===== src/rtl/bb_pkg.sv =====
package bb_pkg;
  localparam int DW_BYTES   = 8;
  localparam int MASK_W     = DW_BYTES + 1;
  localparam int HALF_BYTES = DW_BYTES / 2;

  typedef enum logic {
    ST_IDLE  = 1'b0,
    ST_BURST = 1'b1
  } seq_state_t;

  typedef struct packed {
    logic write;
    logic ecc;
    logic wide;
    logic rmw;
  } req_flags_t;
endpackage


===== src/rtl/bb_req_check.sv =====
module bb_req_check
  import bb_pkg::*;
#(
  parameter int N = 4,
  localparam int OFF_W  = $clog2(N),
  localparam int SIZE_W = OFF_W + 1,
  localparam int BE_W   = N * DW_BYTES
) (
  input  logic [OFF_W-1:0]  offset,
  input  logic [SIZE_W-1:0] size,
  input  logic [BE_W-1:0]   be,
  input  logic              write,
  input  logic              ecc,
  output logic              legal,
  output logic              rmw
);
  logic [N-1:0] in_range;
  logic [N-1:0] partial;
  logic [SIZE_W:0] span_end;

  for (genvar i = 0; i < N; i++) begin : g_dw
    logic [OFF_W-1:0] rel;
    assign rel         = OFF_W'(i) - offset;
    assign in_range[i] = ({1'b0, rel} < size);
    assign partial[i]  = ~&be[i*DW_BYTES +: DW_BYTES];
  end

  assign span_end = {2'b00, offset} + {1'b0, size};
  assign legal    = (size != '0) && (span_end <= (SIZE_W+1)'(N));
  assign rmw      = write && ecc && |(in_range & partial);
endmodule


===== src/rtl/bb_beat_seq.sv =====
module bb_beat_seq
  import bb_pkg::*;
#(
  parameter int N = 4,
  localparam int OFF_W  = $clog2(N),
  localparam int SIZE_W = OFF_W + 1,
  localparam int CNT_W  = OFF_W + 1,
  localparam int BE_W   = N * DW_BYTES
) (
  input  logic              clk,
  input  logic              rst_n,
  input  logic              req_valid,
  output logic              req_ready,
  input  logic              req_legal,
  input  logic [OFF_W-1:0]  req_offset,
  input  logic [SIZE_W-1:0] req_size,
  input  logic [BE_W-1:0]   req_be,
  input  req_flags_t        req_flags,
  input  logic              beat_ready,
  output logic              beat_valid,
  output logic              beat_last,
  output logic [CNT_W-1:0]  cnt,
  output logic [OFF_W-1:0]  q_offset,
  output logic [SIZE_W-1:0] q_size,
  output logic [BE_W-1:0]   q_be,
  output req_flags_t        q_flags,
  output logic              illegal_pulse
);
  seq_state_t state;
  logic [CNT_W-1:0] final_cnt;

  assign final_cnt  = q_flags.wide ? CNT_W'(N - 1) : CNT_W'(2 * N - 1);
  assign req_ready  = (state == ST_IDLE);
  assign beat_valid = (state == ST_BURST);
  assign beat_last  = beat_valid && (cnt == final_cnt);

  always_ff @(posedge clk) begin
    if (!rst_n) begin
      state         <= ST_IDLE;
      cnt           <= '0;
      q_offset      <= '0;
      q_size        <= '0;
      q_be          <= '0;
      q_flags       <= '0;
      illegal_pulse <= 1'b0;
    end else begin
      illegal_pulse <= 1'b0;
      unique case (state)
        ST_IDLE: begin
          if (req_valid) begin
            if (req_legal) begin
              q_offset <= req_offset;
              q_size   <= req_size;
              q_be     <= req_be;
              q_flags  <= req_flags;
              cnt      <= '0;
              state    <= ST_BURST;
            end else begin
              illegal_pulse <= 1'b1;
            end
          end
        end
        ST_BURST: begin
          if (beat_ready) begin
            if (cnt == final_cnt) begin
              state <= ST_IDLE;
              cnt   <= '0;
            end else begin
              cnt <= cnt + 1'b1;
            end
          end
        end
        default: state <= ST_IDLE;
      endcase
    end
  end
endmodule


===== src/rtl/bb_lane_mask.sv =====
module bb_lane_mask
  import bb_pkg::*;
#(
  parameter int N = 4,
  localparam int OFF_W  = $clog2(N),
  localparam int SIZE_W = OFF_W + 1,
  localparam int CNT_W  = OFF_W + 1,
  localparam int BE_W   = N * DW_BYTES
) (
  input  logic [CNT_W-1:0]  cnt,
  input  logic [OFF_W-1:0]  q_offset,
  input  logic [SIZE_W-1:0] q_size,
  input  logic [BE_W-1:0]   q_be,
  input  req_flags_t        q_flags,
  output logic [OFF_W-1:0]  dw,
  output logic              half,
  output logic [MASK_W-1:0] mask
);
  logic [DW_BYTES-1:0]   be_arr [N];
  logic [OFF_W-1:0]      pos;
  logic                  requested;
  logic [DW_BYTES-1:0]   be_dw;
  logic [DW_BYTES-1:0]   wide_lanes;
  logic [HALF_BYTES-1:0] narrow_lanes;
  logic                  ecc_lane;

  for (genvar i = 0; i < N; i++) begin : g_unpack
    assign be_arr[i] = q_be[i*DW_BYTES +: DW_BYTES];
  end

  assign pos       = q_flags.wide ? cnt[OFF_W-1:0] : cnt[CNT_W-1:1];
  assign dw        = q_offset + pos;
  assign half      = ~q_flags.wide & cnt[0];
  assign requested = ({1'b0, pos} < q_size);
  assign be_dw     = be_arr[dw];
  assign ecc_lane  = ~q_flags.ecc;

  for (genvar b = 0; b < DW_BYTES; b++) begin : g_wide_lane
    assign wide_lanes[b] = ~be_dw[b];
  end

  for (genvar b = 0; b < HALF_BYTES; b++) begin : g_narrow_lane
    assign narrow_lanes[b] = half ? ~be_dw[HALF_BYTES + b] : ~be_dw[b];
  end

  always_comb begin
    if (!q_flags.write || q_flags.rmw) begin
      mask = q_flags.wide ? '0 : {{(MASK_W-HALF_BYTES-1){1'b1}}, {(HALF_BYTES+1){1'b0}}};
    end else if (!requested) begin
      mask = '1;
    end else if (q_flags.wide) begin
      mask = {ecc_lane, wide_lanes};
    end else begin
      mask = {{(MASK_W-HALF_BYTES-1){1'b1}}, ecc_lane, narrow_lanes};
    end
  end
endmodule


===== src/rtl/ddr_burst_shaper.sv =====
module ddr_burst_shaper
  import bb_pkg::*;
#(
  parameter int DW_PER_BURST = 4,
  localparam int OFF_W  = $clog2(DW_PER_BURST),
  localparam int SIZE_W = OFF_W + 1,
  localparam int CNT_W  = OFF_W + 1,
  localparam int BE_W   = DW_PER_BURST * DW_BYTES
) (
  input  logic              clk,
  input  logic              rst_n,
  input  logic              req_valid,
  output logic              req_ready,
  input  logic              req_write,
  input  logic [OFF_W-1:0]  req_offset,
  input  logic [SIZE_W-1:0] req_size,
  input  logic [BE_W-1:0]   req_be,
  input  logic              ecc_en,
  input  logic              bus_wide,
  output logic              beat_valid,
  input  logic              beat_ready,
  output logic [OFF_W-1:0]  beat_dw,
  output logic              beat_half,
  output logic [MASK_W-1:0] beat_mask,
  output logic              beat_last,
  output logic              beat_rmw,
  output logic              req_illegal
);
  logic              legal;
  logic              rmw_need;
  req_flags_t        in_flags;
  req_flags_t        q_flags;
  logic [CNT_W-1:0]  cnt;
  logic [OFF_W-1:0]  q_offset;
  logic [SIZE_W-1:0] q_size;
  logic [BE_W-1:0]   q_be;

  bb_req_check #(.N(DW_PER_BURST)) u_check (
    .offset (req_offset),
    .size   (req_size),
    .be     (req_be),
    .write  (req_write),
    .ecc    (ecc_en),
    .legal  (legal),
    .rmw    (rmw_need)
  );

  assign in_flags = '{write: req_write, ecc: ecc_en, wide: bus_wide, rmw: rmw_need};

  bb_beat_seq #(.N(DW_PER_BURST)) u_seq (
    .clk           (clk),
    .rst_n         (rst_n),
    .req_valid     (req_valid),
    .req_ready     (req_ready),
    .req_legal     (legal),
    .req_offset    (req_offset),
    .req_size      (req_size),
    .req_be        (req_be),
    .req_flags     (in_flags),
    .beat_ready    (beat_ready),
    .beat_valid    (beat_valid),
    .beat_last     (beat_last),
    .cnt           (cnt),
    .q_offset      (q_offset),
    .q_size        (q_size),
    .q_be          (q_be),
    .q_flags       (q_flags),
    .illegal_pulse (req_illegal)
  );

  bb_lane_mask #(.N(DW_PER_BURST)) u_mask (
    .cnt      (cnt),
    .q_offset (q_offset),
    .q_size   (q_size),
    .q_be     (q_be),
    .q_flags  (q_flags),
    .dw       (beat_dw),
    .half     (beat_half),
    .mask     (beat_mask)
  );

  assign beat_rmw = beat_valid && q_flags.rmw;
endmodule


===== config.mk =====
export PLATFORM = sky130hd
export DESIGN_NAME = ddr_burst_shaper
export DESIGN_NICKNAME = d
export VERILOG_FILES = /design/src/rtl/bb_pkg.sv /design/src/rtl/bb_req_check.sv /design/src/rtl/bb_beat_seq.sv /design/src/rtl/bb_lane_mask.sv /design/src/rtl/ddr_burst_shaper.sv
export SDC_FILE = /design/constraint.sdc
export NUM_CORES = 1
export LEC_CHECK = 0
export ABC_AREA = 1
export BUFFER_PORTS_ARGS = -buffer_cell sky130_fd_sc_hd__buf_2
export CAP_MARGIN = 5
export CORE_UTILIZATION = 58
export CTS_CLUSTER_SIZE = 10
export DETAILED_ROUTE_END_ITERATION = 12
export HOLD_SLACK_MARGIN = 0.03
export PLACE_DENSITY = 0.94
export SYNTH_ARGS = -nofsm -noshare
export SYNTH_HDL_FRONTEND = slang
export SYNTH_SLANG_ARGS = --single-unit

===== constraint.sdc =====
create_clock -name clk -period 5.1 [get_ports clk]
set_input_delay 0.51 -clock clk [delete_from_list [all_inputs] [get_ports clk]]
set_output_delay 0.51 -clock clk [all_outputs]
set_load 0.03 [all_outputs]

==> run_results.csv <==
group,metric,value,unit
outcome,status,"completed",
cts,clk_pin_slew,0.08,ns
die,fp.dieW,70.3,µm
power,peakVddDrop,0.183,mV
global_routing,grt_overflow,0,
global_routing,grt_pass1_wl,10500,µm
setup_path,cp-start-kind,"flop",
setup_path,critPathArrivalTime,2.96,ns
worst_hold_path,hp-start,"u_seq.q_be[23]",
timing,period_share,68.0,%
setup_path,rr_startpoint,"u_seq.beat_valid",
setup_path,cpPeakStageDelay,0.83,ns
timing,rsz0062_at_grt,"no",
power,p_leak,1.52,nW
setup_path,criticalPathCategory,"reg -> out",
logic_synthesis,synth_area_leaders,"dfxtp_1 (34%), nand2_1 (13%), inv_1 (9.0%), a21oi_1 (8.7%), o21ai_0 (8.5%)",
cts,clock_sinks,46,
setup_path,r2r_cells,5,
routing,wire_per_inst,12.0,µm
logic_synthesis,ys_ff_latch,46,
worst_hold_path,hold_depth,2,
global_routing,grt_start_max_net_pins,52,
place,dp_hpwl,4630,µm
cells_and_area,regArea,921,µm²
logic_synthesis,yosysTopAreaCell,"dfxtp_1",
timing,worstMarginPinSlew,0.844,ns
global_routing,antenna_found_initial,0,
setup_path,required,4.59,ns
die,core_area,0.00441,mm²
cells_and_area,multi_input_area,0.00141,mm²
timing,clock_skew,0.00483,ns
cells_and_area,fill_cells,374,
cts,cts_max_level,2,
worst_hold_path,hp-class,"reg -> reg",
logic_synthesis,yosysUniqueCellTypes,29,
cts,clk_latency,0.30,ns
timing,slew_headroom,43.7,%
logic_synthesis,yosys_warnings,0,
timing,fmax,288,MHz
place,portBuffers,60,
global_routing,grt_pass1_vias,2505,
setup_path,worstPathMaxFanout,33,
logic_synthesis,seq_area_frac_synth,34.0,%
cells_and_area,mostFrequentLayoutCell,"nand2_1",
setup_path,endpoint_kind,"output port",
routing,viasPerCell,5.32,
routing,ant_nets,0,
logic_synthesis,syn_area_per_cell,6.65,µm²
cts,cts_setup_buffers,0,
cells_and_area,utilization,70.5,%
place,place.gp.congestion,0.851,
routing,firstDrtPassIters,5,
timing,setup_viol,0,
routing,drtIter0Drc,242,
global_routing,grt.total_usage,26.3,%
setup_path,worst-r2r-setup-slack,2.95,ns
setup_path,cp_slowest_cell,"ha_1",
cts,cts_max_path_buffers,2,
routing,finalWirelength,6160,µm
job,cap_violations,0,
die,initial_utilization,61.3,%
power,cellPowerDensity,317,mW/mm²
cells_and_area,drive_gt1_share,19.4,%
routing,drcViolationCount,0,
cells_and_area,final_cell_mix,"nand2_1 (91), inv_1 (65), buf_2 (60), a21oi_1 (47)",
logic_synthesis,postSynthCellCount,407,
timing,drv_slew,0,
setup_path,cp_cell_sequence,"inv_2 -> nand2_1 -> nand2_1 -> ha_1 -> o21ai_0 -> nand3_1 -> nand3_1 -> a21boi_0 -> buf_2",
routing,vias,2720,
die,die_y,70.3,µm
cells_and_area,antenna_cells,0,
die,rows,24,
logic_synthesis,netlist_area,0.00271,mm²
power,total_power,0.000985,W
cts,cts_made_buffers,5,
setup_path,r2r-end,"u_seq.q_be[6]",
worst_hold_path,hold_end,"u_seq.q_be[23]",
cts,holdBufCountCts,0,
timing,hold_viol,0,
timing,tns,0,ns
cts,cts_tree,"yes",
timing,finalCriticalPeriod,3.47,ns
setup_path,critPathTopFamily,"adder cells",
logic_synthesis,synth_nets,463,
logic_synthesis,yosys.area.top_type_share,34.0,%
setup_path,path_buf_inv,2,
cells_and_area,nNetsFinal,514,
cells_and_area,syn2layout_area_growth,15.0,%
die,die_area,0.00494,mm²
die,io_pins,61,
cts,cts_resized,0,
cts,cts_root_buffer,"clkbuf_8",
[kinds of logic (layout without fill, tap and decap cells)]
group,after synthesis,in the layout,share of synthesized area (%)
adder cells (fa/ha/maj),12,12,5.83
flip-flops,46,46,34.0
AND/OR/NAND/NOR,147,147,24.1
XOR/XNOR,3,3,0.972
AO/OA/AOI/OAI,111,111,21.1
buffers and inverters,88,140,13.9
[cell usage after synthesis]
library cell   n
nand2_1       91
inv_1         65
a21oi_1       47
dfxtp_1       46
o21ai_0       46
nor2_1        25
nand3_1       18
o21ai_1       14
ha_1          11
buf_2          6
inv_2          6
buf_6          5
clkbuf_1       4
nand2_4        3
nand3_2        3
nand2_2        2
nor2_2         2
xor2_1         2
a211oi_2       1
a21boi_0       1
a31oi_1        1
buf_1          1
clkbuf_2       1
fa_1           1
nand2_8        1
nand4_2        1
o21ai_2        1
or2_0          1
xnor2_1        1
[through the flow]
stage | setup slack [ns] | hold slack [ns] | area (µm²) | std cells
2_1_floorplan | 2.28 | 0.421 | 2710 | 407
3_3_place_gp | 2.14 | 0.431 | 2970 | 503
3_5_place_dp | 2.00 | 0.436 | 2970 | 503
4_1_cts | 1.66 | 0.450 | 3110 | 511
5_1_grt | 1.43 | 0.467 | 3110 | 511
6_report | 1.63 | 0.449 | 3110 | 511
[worst max-delay path by stage]
stage | slack, ns | startpoint | cells after the start | end
after floorplan | 2.28 | u_seq.q_flags[1] | 10 | beat_mask[4]
after global placement | 2.14 | u_seq.q_flags[1] | 9 | beat_mask[4]
after detailed placement | 2.00 | u_seq.q_flags[1] | 9 | beat_mask[4]
after CTS | 1.66 | u_seq.q_flags[1] | 9 | beat_mask[4]
after global routing | 1.43 | u_seq.q_flags[1] | 9 | beat_mask[4]
final | 1.63 | u_seq.q_flags[1] | 9 | beat_mask[4]
[worst register-to-register path, cell delays in order, from the launching register on]
cell and delay, ns:
dfxtp_1 0.37, nor2_1 0.19, nand4_2 0.63, buf_4 0.54
o21ai_0 0.24, a21oi_1 0.06
[state kept, by name (all words and copies together) (netlist names)]
name	count
u_seq.q_be	32
u_seq.q_flags	4
u_seq.cnt	3
u_seq.q_size	3
u_seq.q_offset	2
u_seq.beat_valid	1
u_seq.illegal_pulse	1
[per-layer routing]
layer | global-route usage [%] | wire length, µm | vias up
met2 | 45.5 | 3030 | 94
met4 | 10.2 | 111 | 0
met1 | 32.3 | 2690 | 1222
met3 | 4.18 | 326 | 13
li1 | - | - | 1391
met5 | 0 | 0 | -
[layout make-up]
class | instances | area share, %
multi-input cells | 273 | 45.3
flip-flops and latches | 46 | 29.6
repair buffers | 61 | 9.90
inverters | 71 | 8.57
clock buffers | 6 | 2.65
well taps | 52 | 2.09
clock inverters | 2 | 1.93
[report_power, final]
group	leakage, nW	switching (W)	internal (W)	total, W
Combinational	1.07	0.000162	0.0000814	0.000244
Clock	0.0714	0.000120	0.000209	0.000329
Sequential	0.378	0.0000185	0.000394	0.000413
Note: power is estimated with default switching activity, not from simulation.
